===== src/rtl/busSeqPkg.sv =====
package busSeqPkg;

  typedef enum logic [2:0] {
    ST_IDLE = 3'd0,
    ST_ADDR = 3'd1,
    ST_CMD  = 3'd2,
    ST_WAIT = 3'd3,
    ST_XFER = 3'd4,
    ST_END  = 3'd5
  } busState_e;

  // Strobes from control to datapath
  typedef struct packed {
    logic load;     // latch a new request
    logic aleOn;    // address latch enable
    logic addrOn;   // drive address
    logic cmdOn;    // read or write command
    logic denOn;    // data buffer enable
    logic capture;  // capture read data on this edge
    logic done;     // completion clock
    logic active;   // any state of a transfer
  } seqStrobe_t;

endpackage


===== src/rtl/busSeqCtrl.sv =====
module busSeqCtrl
  import busSeqPkg::*;
(
  input  logic       clk,
  input  logic       rstN,
  input  logic       reqValid,
  input  logic       ready,
  output logic       reqReady,
  output seqStrobe_t strobe
);

  busState_e stateQ;
  busState_e stateD;

  always_ff @(posedge clk) begin
    if (!rstN) stateQ <= ST_IDLE;
    else       stateQ <= stateD;
  end

  always_comb begin
    stateD = stateQ;
    unique case (stateQ)
      ST_IDLE: if (reqValid) stateD = ST_ADDR;
      ST_ADDR: stateD = ST_CMD;
      ST_CMD:  stateD = ready ? ST_XFER : ST_WAIT;
      ST_WAIT: stateD = ready ? ST_XFER : ST_WAIT;
      ST_XFER: stateD = ST_END;
      ST_END:  stateD = reqValid ? ST_ADDR : ST_IDLE;
      default: stateD = ST_IDLE;
    endcase
  end

  logic inCmdWindow;
  assign inCmdWindow = (stateQ == ST_CMD) || (stateQ == ST_WAIT) ||
                       (stateQ == ST_XFER);
  assign reqReady    = (stateQ == ST_IDLE) || (stateQ == ST_END);

  always_comb begin
    strobe         = '0;
    strobe.load    = reqReady && reqValid;
    strobe.aleOn   = (stateQ == ST_ADDR);
    strobe.addrOn  = (stateQ == ST_ADDR);
    strobe.cmdOn   = inCmdWindow;
    strobe.denOn   = inCmdWindow;
    strobe.capture = (stateQ == ST_XFER);
    strobe.done    = (stateQ == ST_END);
    strobe.active  = (stateQ != ST_IDLE);
  end

endmodule


===== src/rtl/busSeqDatapath.sv =====
module busSeqDatapath
  import busSeqPkg::*;
#(
  parameter int ADDR_W = 20,
  parameter int DATA_W = 16
) (
  input  logic              clk,
  input  logic              rstN,
  input  seqStrobe_t        strobe,
  input  logic              reqIsIo,
  input  logic              reqIsWrite,
  input  logic [ADDR_W-1:0] reqAddr,
  input  logic [DATA_W-1:0] reqWdata,
  input  logic [DATA_W-1:0] busDataIn,
  output logic              busAle,
  output logic              busAddrOe,
  output logic [ADDR_W-1:0] busAddr,
  output logic              busIoM,
  output logic              busDtR,
  output logic              busDen,
  output logic              busRd,
  output logic              busWr,
  output logic              busDataOe,
  output logic [DATA_W-1:0] busDataOut,
  output logic [DATA_W-1:0] rspData,
  output logic              rspDone
);

  logic [ADDR_W-1:0] addrQ;
  logic [DATA_W-1:0] wdataQ;
  logic [DATA_W-1:0] rdataQ;
  logic              isIoQ;
  logic              isWrQ;

  always_ff @(posedge clk) begin
    if (!rstN) begin
      addrQ  <= '0;
      wdataQ <= '0;
      isIoQ  <= 1'b0;
      isWrQ  <= 1'b0;
    end else if (strobe.load) begin
      addrQ  <= reqAddr;
      wdataQ <= reqWdata;
      isIoQ  <= reqIsIo;
      isWrQ  <= reqIsWrite;
    end
  end

  always_ff @(posedge clk) begin
    if (!rstN)               rdataQ <= '0;
    else if (strobe.capture) rdataQ <= busDataIn;
  end

  assign busAle     = strobe.aleOn;
  assign busAddrOe  = strobe.addrOn;
  assign busAddr    = strobe.addrOn ? addrQ : '0;
  assign busIoM     = strobe.active && isIoQ;
  assign busDtR     = strobe.active && isWrQ;
  assign busDen     = strobe.denOn;
  assign busRd      = strobe.cmdOn && !isWrQ;
  assign busWr      = strobe.cmdOn && isWrQ;
  assign busDataOe  = strobe.denOn && isWrQ;
  assign busDataOut = busDataOe ? wdataQ : '0;
  assign rspData    = rdataQ;
  assign rspDone    = strobe.done;

endmodule


===== src/rtl/busCycleSeq.sv =====
module busCycleSeq
  import busSeqPkg::*;
#(
  parameter int ADDR_W = 20,
  parameter int DATA_W = 16
) (
  input  logic              clk,
  input  logic              rstN,
  input  logic              reqValid,
  input  logic              reqIsIo,
  input  logic              reqIsWrite,
  input  logic [ADDR_W-1:0] reqAddr,
  input  logic [DATA_W-1:0] reqWdata,
  output logic              reqReady,
  input  logic              ready,
  input  logic [DATA_W-1:0] busDataIn,
  output logic              busAle,
  output logic              busAddrOe,
  output logic [ADDR_W-1:0] busAddr,
  output logic              busIoM,
  output logic              busDtR,
  output logic              busDen,
  output logic              busRd,
  output logic              busWr,
  output logic              busDataOe,
  output logic [DATA_W-1:0] busDataOut,
  output logic [DATA_W-1:0] rspData,
  output logic              rspDone
);

  seqStrobe_t strobe;

  busSeqCtrl uCtrl (
    .clk      (clk),
    .rstN     (rstN),
    .reqValid (reqValid),
    .ready    (ready),
    .reqReady (reqReady),
    .strobe   (strobe)
  );

  busSeqDatapath #(
    .ADDR_W (ADDR_W),
    .DATA_W (DATA_W)
  ) uDp (
    .clk        (clk),
    .rstN       (rstN),
    .strobe     (strobe),
    .reqIsIo    (reqIsIo),
    .reqIsWrite (reqIsWrite),
    .reqAddr    (reqAddr),
    .reqWdata   (reqWdata),
    .busDataIn  (busDataIn),
    .busAle     (busAle),
    .busAddrOe  (busAddrOe),
    .busAddr    (busAddr),
    .busIoM     (busIoM),
    .busDtR     (busDtR),
    .busDen     (busDen),
    .busRd      (busRd),
    .busWr      (busWr),
    .busDataOe  (busDataOe),
    .busDataOut (busDataOut),
    .rspData    (rspData),
    .rspDone    (rspDone)
  );

endmodule


===== config.mk =====
export PLATFORM = sky130hd
export DESIGN_NAME = busCycleSeq
export DESIGN_NICKNAME = d
export VERILOG_FILES = /design/src/rtl/busSeqPkg.sv /design/src/rtl/busSeqCtrl.sv /design/src/rtl/busSeqDatapath.sv /design/src/rtl/busCycleSeq.sv
export SDC_FILE = /design/constraint.sdc
export NUM_CORES = 1
export LEC_CHECK = 0
export BUFFER_PORTS_ARGS = -buffer_cell sky130_fd_sc_hd__buf_2
export CAP_MARGIN = 20
export CORE_ASPECT_RATIO = 1.25
export CORE_MARGIN = 2
export CORE_UTILIZATION = 45
export CTS_CLUSTER_SIZE = 16
export DETAILED_ROUTE_END_ITERATION = 12
export PLACE_DENSITY = 0.8
export SYNTH_ARGS = -nofsm -noshare
export SYNTH_HDL_FRONTEND = slang
export SYNTH_SLANG_ARGS = --single-unit

===== constraint.sdc =====
create_clock -name clk -period 2.22 [get_ports clk]
set_input_delay 0.333 -clock clk [delete_from_list [all_inputs] [get_ports clk]]
set_output_delay 0.333 -clock clk [all_outputs]
set_load 0.1 [all_outputs]

; Word-level counts from Yosys, hierarchy flattened
; Cells that the tools add are included.
[totals]
reg_bits = 57
in_bits = 58
out_inout_bits = 62
wordCells = 30
[classes]
eq_ne = 6
mux = 6
n_reduce_logical = 12
[op_table]
columns = cell, count
row1 = $mux W20, 1
row2 = $mux W16, 1
row3 = $pmux W3 S5, 1
row4 = $eq A3 B2 Y1 const B, 2
row5 = $eq A3 B3 Y1 const B, 2
row6 = $mux W3, 2
row7 = $logic_and A1 B1 Y1, 5
row8 = $eq A3 B1 Y1 const B, 1
row9 = $logic_not A3 Y1, 1
row10 = $logic_or A1 B1 Y1, 3
row11 = $reduce_bool A3 Y1, 1
row12 = $ne A2 B2 Y1 const B, 1
row13 = $reduce_or A2 Y1, 1
row14 = $logic_not A1 Y1, 1
row15 = $mux W1, 1

; Depth between registers and ports, before layout
[logic_depth]
depth_word = 5
ltp_mapped = 6
mapped_depth_nobuf = 3

; Hierarchy
; From an unflattened synthesis, not the netlist that was laid out.
[hier_totals]
hier_cells = 251
area_unflattened_um2 = 2605.0
[modules_own_cells]
columns = module, n_inst, cells_each, area_per_inst_um2, seq_area_each_um2
row1 = busSeqDatapath, 1, 223, 2361.0, 1081.0
row2 = busSeqCtrl, 1, 28, 244.0, 60.1

; Least setup slack after synthesis
; OpenSTA, ideal clock, no wires.
[synth_path]
path_type = register to output
from = reg uCtrl.stateQ[0]
to = out rspDone
arrival_time_ns = 2.729
required_time_ns = 1.887
setup_slack_ns = -0.842
stages_incl_launch_ff = 3
n_path_buf = 0
cell_sequence = dfxtp_1 -> inv_1 -> nor3b_1
[synth_via]
elab_chain_len = 1
[synth_rtl]
columns = element, line_no
row1 = start: declaration, busSeqCtrl.sv:12  ; busState_e stateQ;
row2 = start signal: assignment, busSeqCtrl.sv:17  ; else stateQ <= stateD;
row3 = $eq A3 B3 Y1, busSeqCtrl.sv:46  ; strobe.done = (stateQ == ST_END);
row4 = end: declaration, busCycleSeq.sv:28  ; output logic rspDone
; Every way passes these cells.

; Worst setup path after layout
[layout_path]
from = reg uCtrl.stateQ[2]
to = out busRd
[layout_via]
elab_chain_len = 4
word_cells_on_any_way = 6
classes_between = eq/ne: 3 / reduce/logical: 3
[layout_rtl]
columns = element, line_no
row1 = $eq A3 B2 Y1, busSeqCtrl.sv:34  ; assign inCmdWindow = (stateQ == ST_CMD) || (stateQ == ST_WAIT) ||
row2 = $logic_or A1 B1 Y1, busSeqCtrl.sv:34
row3 = $logic_or A1 B1 Y1 (*), busSeqCtrl.sv:34
row4 = $logic_and A1 B1 Y1 (*), busSeqDatapath.sv:60  ; assign busRd = strobe.cmdOn && !isWrQ;
row5 = end: declaration, busCycleSeq.sv:23  ; output logic busRd,
; Every way passes the cells marked *; elsewhere a longest branch is shown, timed or not.

==> flow_summary_export.csv <==
group,metric,value,unit
clocking,clk_latency,0.32,ns
clocking,clockBufferDepth,2,
yosys,yosys.cell_count.top_type,"nand2_1",
yosys,synth_warnings,0,
floorplan,ios,120,
status,status,"finished clean",
timing,maxSlewViolCount,0,
route,highest_layer,"met4",
pwr,swShare,33.0,%
worst_setup_path,critPathLaunchType,"flip-flop",
global_routing,grt_pass1_wl,10200,um
route,avgViaCountPerCell,4.81,
yosys,netlist_instances,303,
yosys,synth-seq-area-share,45.0,%
clocking,cts_tree,"done",
route,wl_met2,3240,um
worst_setup_path,cp_cell_sequence,"nor3b_4 > buf_4 > or2_4 > nor2b_4 > buf_12",
timing,rsz0062_at_grt,"false",
final_layout,synthToLayoutAreaGrowth,58.7,%
timing,min_period,2.09,ns
global_routing,grt_max_degree,30,
yosys,async_flop_share,0,%
yosys,netlist.area_leader.share,45.0,%
route,num_vias,2345,
floorplan,dieWidth,71.1,um
pwr,totalPowerFinal,3.01,mW
clocking,root_buffer,"clkbuf_8",
clocking,clock_sinks,57,
pwr,p_seq_share,39.0,%
route,met1_length,2390,um
pwr,comb_power_share,28.3,%
timing,max_freq,478,MHz
route,wl,6170,um
yosys,syn_area,0.00253,mm^2
min_path,min_path_type,"primary input to flip-flop",
floorplan,fp.dieH,87.9,um
pwr,irDropWorstVdd,512,uV
floorplan,initial_core_util,46.6,%
pwr,p_leak,1.81,nW
place,gp_congestion,0.794,
yosys,syn_area_per_cell,8.37,um^2
timing,worst_pin_slew,0.494,ns
route,wl_met3,480,um
route,ant_nets,0,
yosys,synth_top_area_cell,"dfxtp_1",
worst_setup_path,endpoint_kind,"primary output",
timing,setup-violations-final,0,
clocking,ctsHoldBuffers,0,
yosys,synth_common_cells,"108 x nand2_1, 57 x dfxtp_1, 38 x mux2i_1, 36 x and2_1, 17 x a21oi_1",
worst_setup_path,path_delay_family,"simple AND/OR/NAND/NOR gates",
timing,hold_viol,0,
timing,skew,0.00527,ns
timing,finalSetupTns,0,ns
route,wire_per_inst,12.6,um
flow_run,drv_cap,0,
global_routing,grt.overflow.total,0,
worst_setup_path,path_buf_inv,2,
yosys,synthTopCellsByArea,"dfxtp_1 45%, nand2_1 16%, mux2i_1 15%",
global_routing,grt_pass1_vias,2287,
worst_setup_path,crit_type,"flip-flop to primary output",
floorplan,fp.coreArea,0.00544,mm^2
clocking,clk_pin_slew,0.06,ns
worst_setup_path,worst_ep_arrival_time,1.76,ns
final_layout,nNetsFinal,477,
route,drc,0,
worst_setup_path,max_stage_delay,0.42,ns
floorplan,row_count,30,
worst_setup_path,critical_path.slowest_cell,"dfxtp_2",
pwr,clock_power_share,32.8,%
global_routing,antenna_found_initial,0,
yosys,synth.distinct_cells,25,
place,portBuffers,119,
pwr,switchingPower,0.994,mW
clocking,cts_max_level,3,
global_routing,grtUsageTotal,20.7,%
route,first_pass_iters,4,
pwr,p_int,2.02,mW
final_layout,layout-drive-gt1-share,40.6,%
pwr,p_per_area,748,mW/mm^2
timing,period_share,94.3,%
place,dpl.hpwl,4610,um
yosys,synth_seq_cells,57,
yosys,synth_flop_cell,"dfxtp_1",
final_layout,diodes,0,
floorplan,die_area,0.00625,mm^2
worst_setup_path,path_max_fanout,18,
yosys,syn-num-nets,361,
clocking,numCtsBuffers,9,
worst_setup_path,critPathRequiredTime,1.89,ns
timing,relSlewSlack,67.1,%
yosys,synth-edff-count,0,
route,drtIter0Drc,79,
[worst paths after layout]
kind                                start                           end  depth (start not counted)  slack [ns]
max          uCtrl.stateQ[2]$_SDFFE_PN0P_                         busRd                          5        0.13
min                         busDataIn[13]  uDp.rspData[13]$_SDFFE_PN0P_                          3        0.24
max reg2reg  uCtrl.stateQ[2]$_SDFFE_PN0P_   uDp.wdataQ[13]$_SDFFE_PN0P_                          4        0.64
min reg2reg   uDp.rspData[1]$_SDFFE_PN0P_   uDp.rspData[1]$_SDFFE_PN0P_                          2        0.45
[metal layers]
metal	vias up	track usage (%)
met5	-	0
met4	0	9.61
met3	4	6.67
met2	86	37.8
met1	1067	21.6
li1	1188	-
[repair_timing]
item,in CTS,in global routing
setup buffers,0,0
pin swaps,0,0
setup endpoints to repair,19,22
resized for setup,3,5
[placed cells by master, fill, tap and decap left out, drive strengths merged, types with 2 or more instances in the layout]
cell,netlist,routed
a21oi,17,17
and2,36,36
buf,12,127
clkbuf,12,16
clkinv,1,2
dfxtp,57,57
inv,2,2
mux2i,38,38
nand2,108,108
nor2,4,4
nor2b,4,4
nor3,2,2
nor3b,3,3
[logic make-up after synthesis]
family          share of synthesized area [%]
simple gates                             29.0
flops                                    45.0
mux                                      15.0
buf+inv                                  5.87
compound gates                           4.39
xor+xnor                                0.346
fa+ha+maj                               0.395
[registers in the layout (all words and copies together), names as in the netlist]
signal	count
uDp.isWrQ	1
uDp.addrQ	20
uCtrl.stateQ	3
uDp.wdataQ	16
uDp.rspData	16
uDp.isIoQ	1
[layout make-up]
class,count,area (um^2)
clock inverter,2,35.0
sequential,57,1140
timing repair buffer,129,1280
clock buffer,14,173
inverter,3,11.3
multi-input combinational,219,1300
tap,64,80.1
fill,383,1420
[through the flow]
step | worst slack [ns] | util (%) | instance area [um^2] | hold WS (ns) | std cells
final | 0.127 | 73.9 | 4020 | 0.245 | 488
after global routing | 0.0386 | 73.9 | 4020 | 0.236 | 488
after detailed placement | 0.123 | 69.7 | 3800 | 0.443 | 472
after CTS | 0.00581 | 73.7 | 4010 | 0.229 | 488
after global placement | 0.249 | 69.7 | 3800 | 0.437 | 472
after floorplan | -0.0368 | - | 2580 | 0.430 | 303
[power by group through the flow]
stage | Combinational (mW) | Sequential (mW) | Clock [mW]
after floorplan | 0.571 | 1.24 | 0
final | 0.851 | 1.17 | 0.987
after detailed placement | 0.852 | 1.19 | 0
after global placement | 0.838 | 1.19 | 0
after CTS | 0.854 | 1.17 | 1.02
after global routing | 0.899 | 1.19 | 1.06
[worst min-delay path, cell delays in order]
cell and delay (ns):
buf_2 0.09, nand2_1 0.04, a21oi_1 0.05
(Power assumes the default switching activity.)
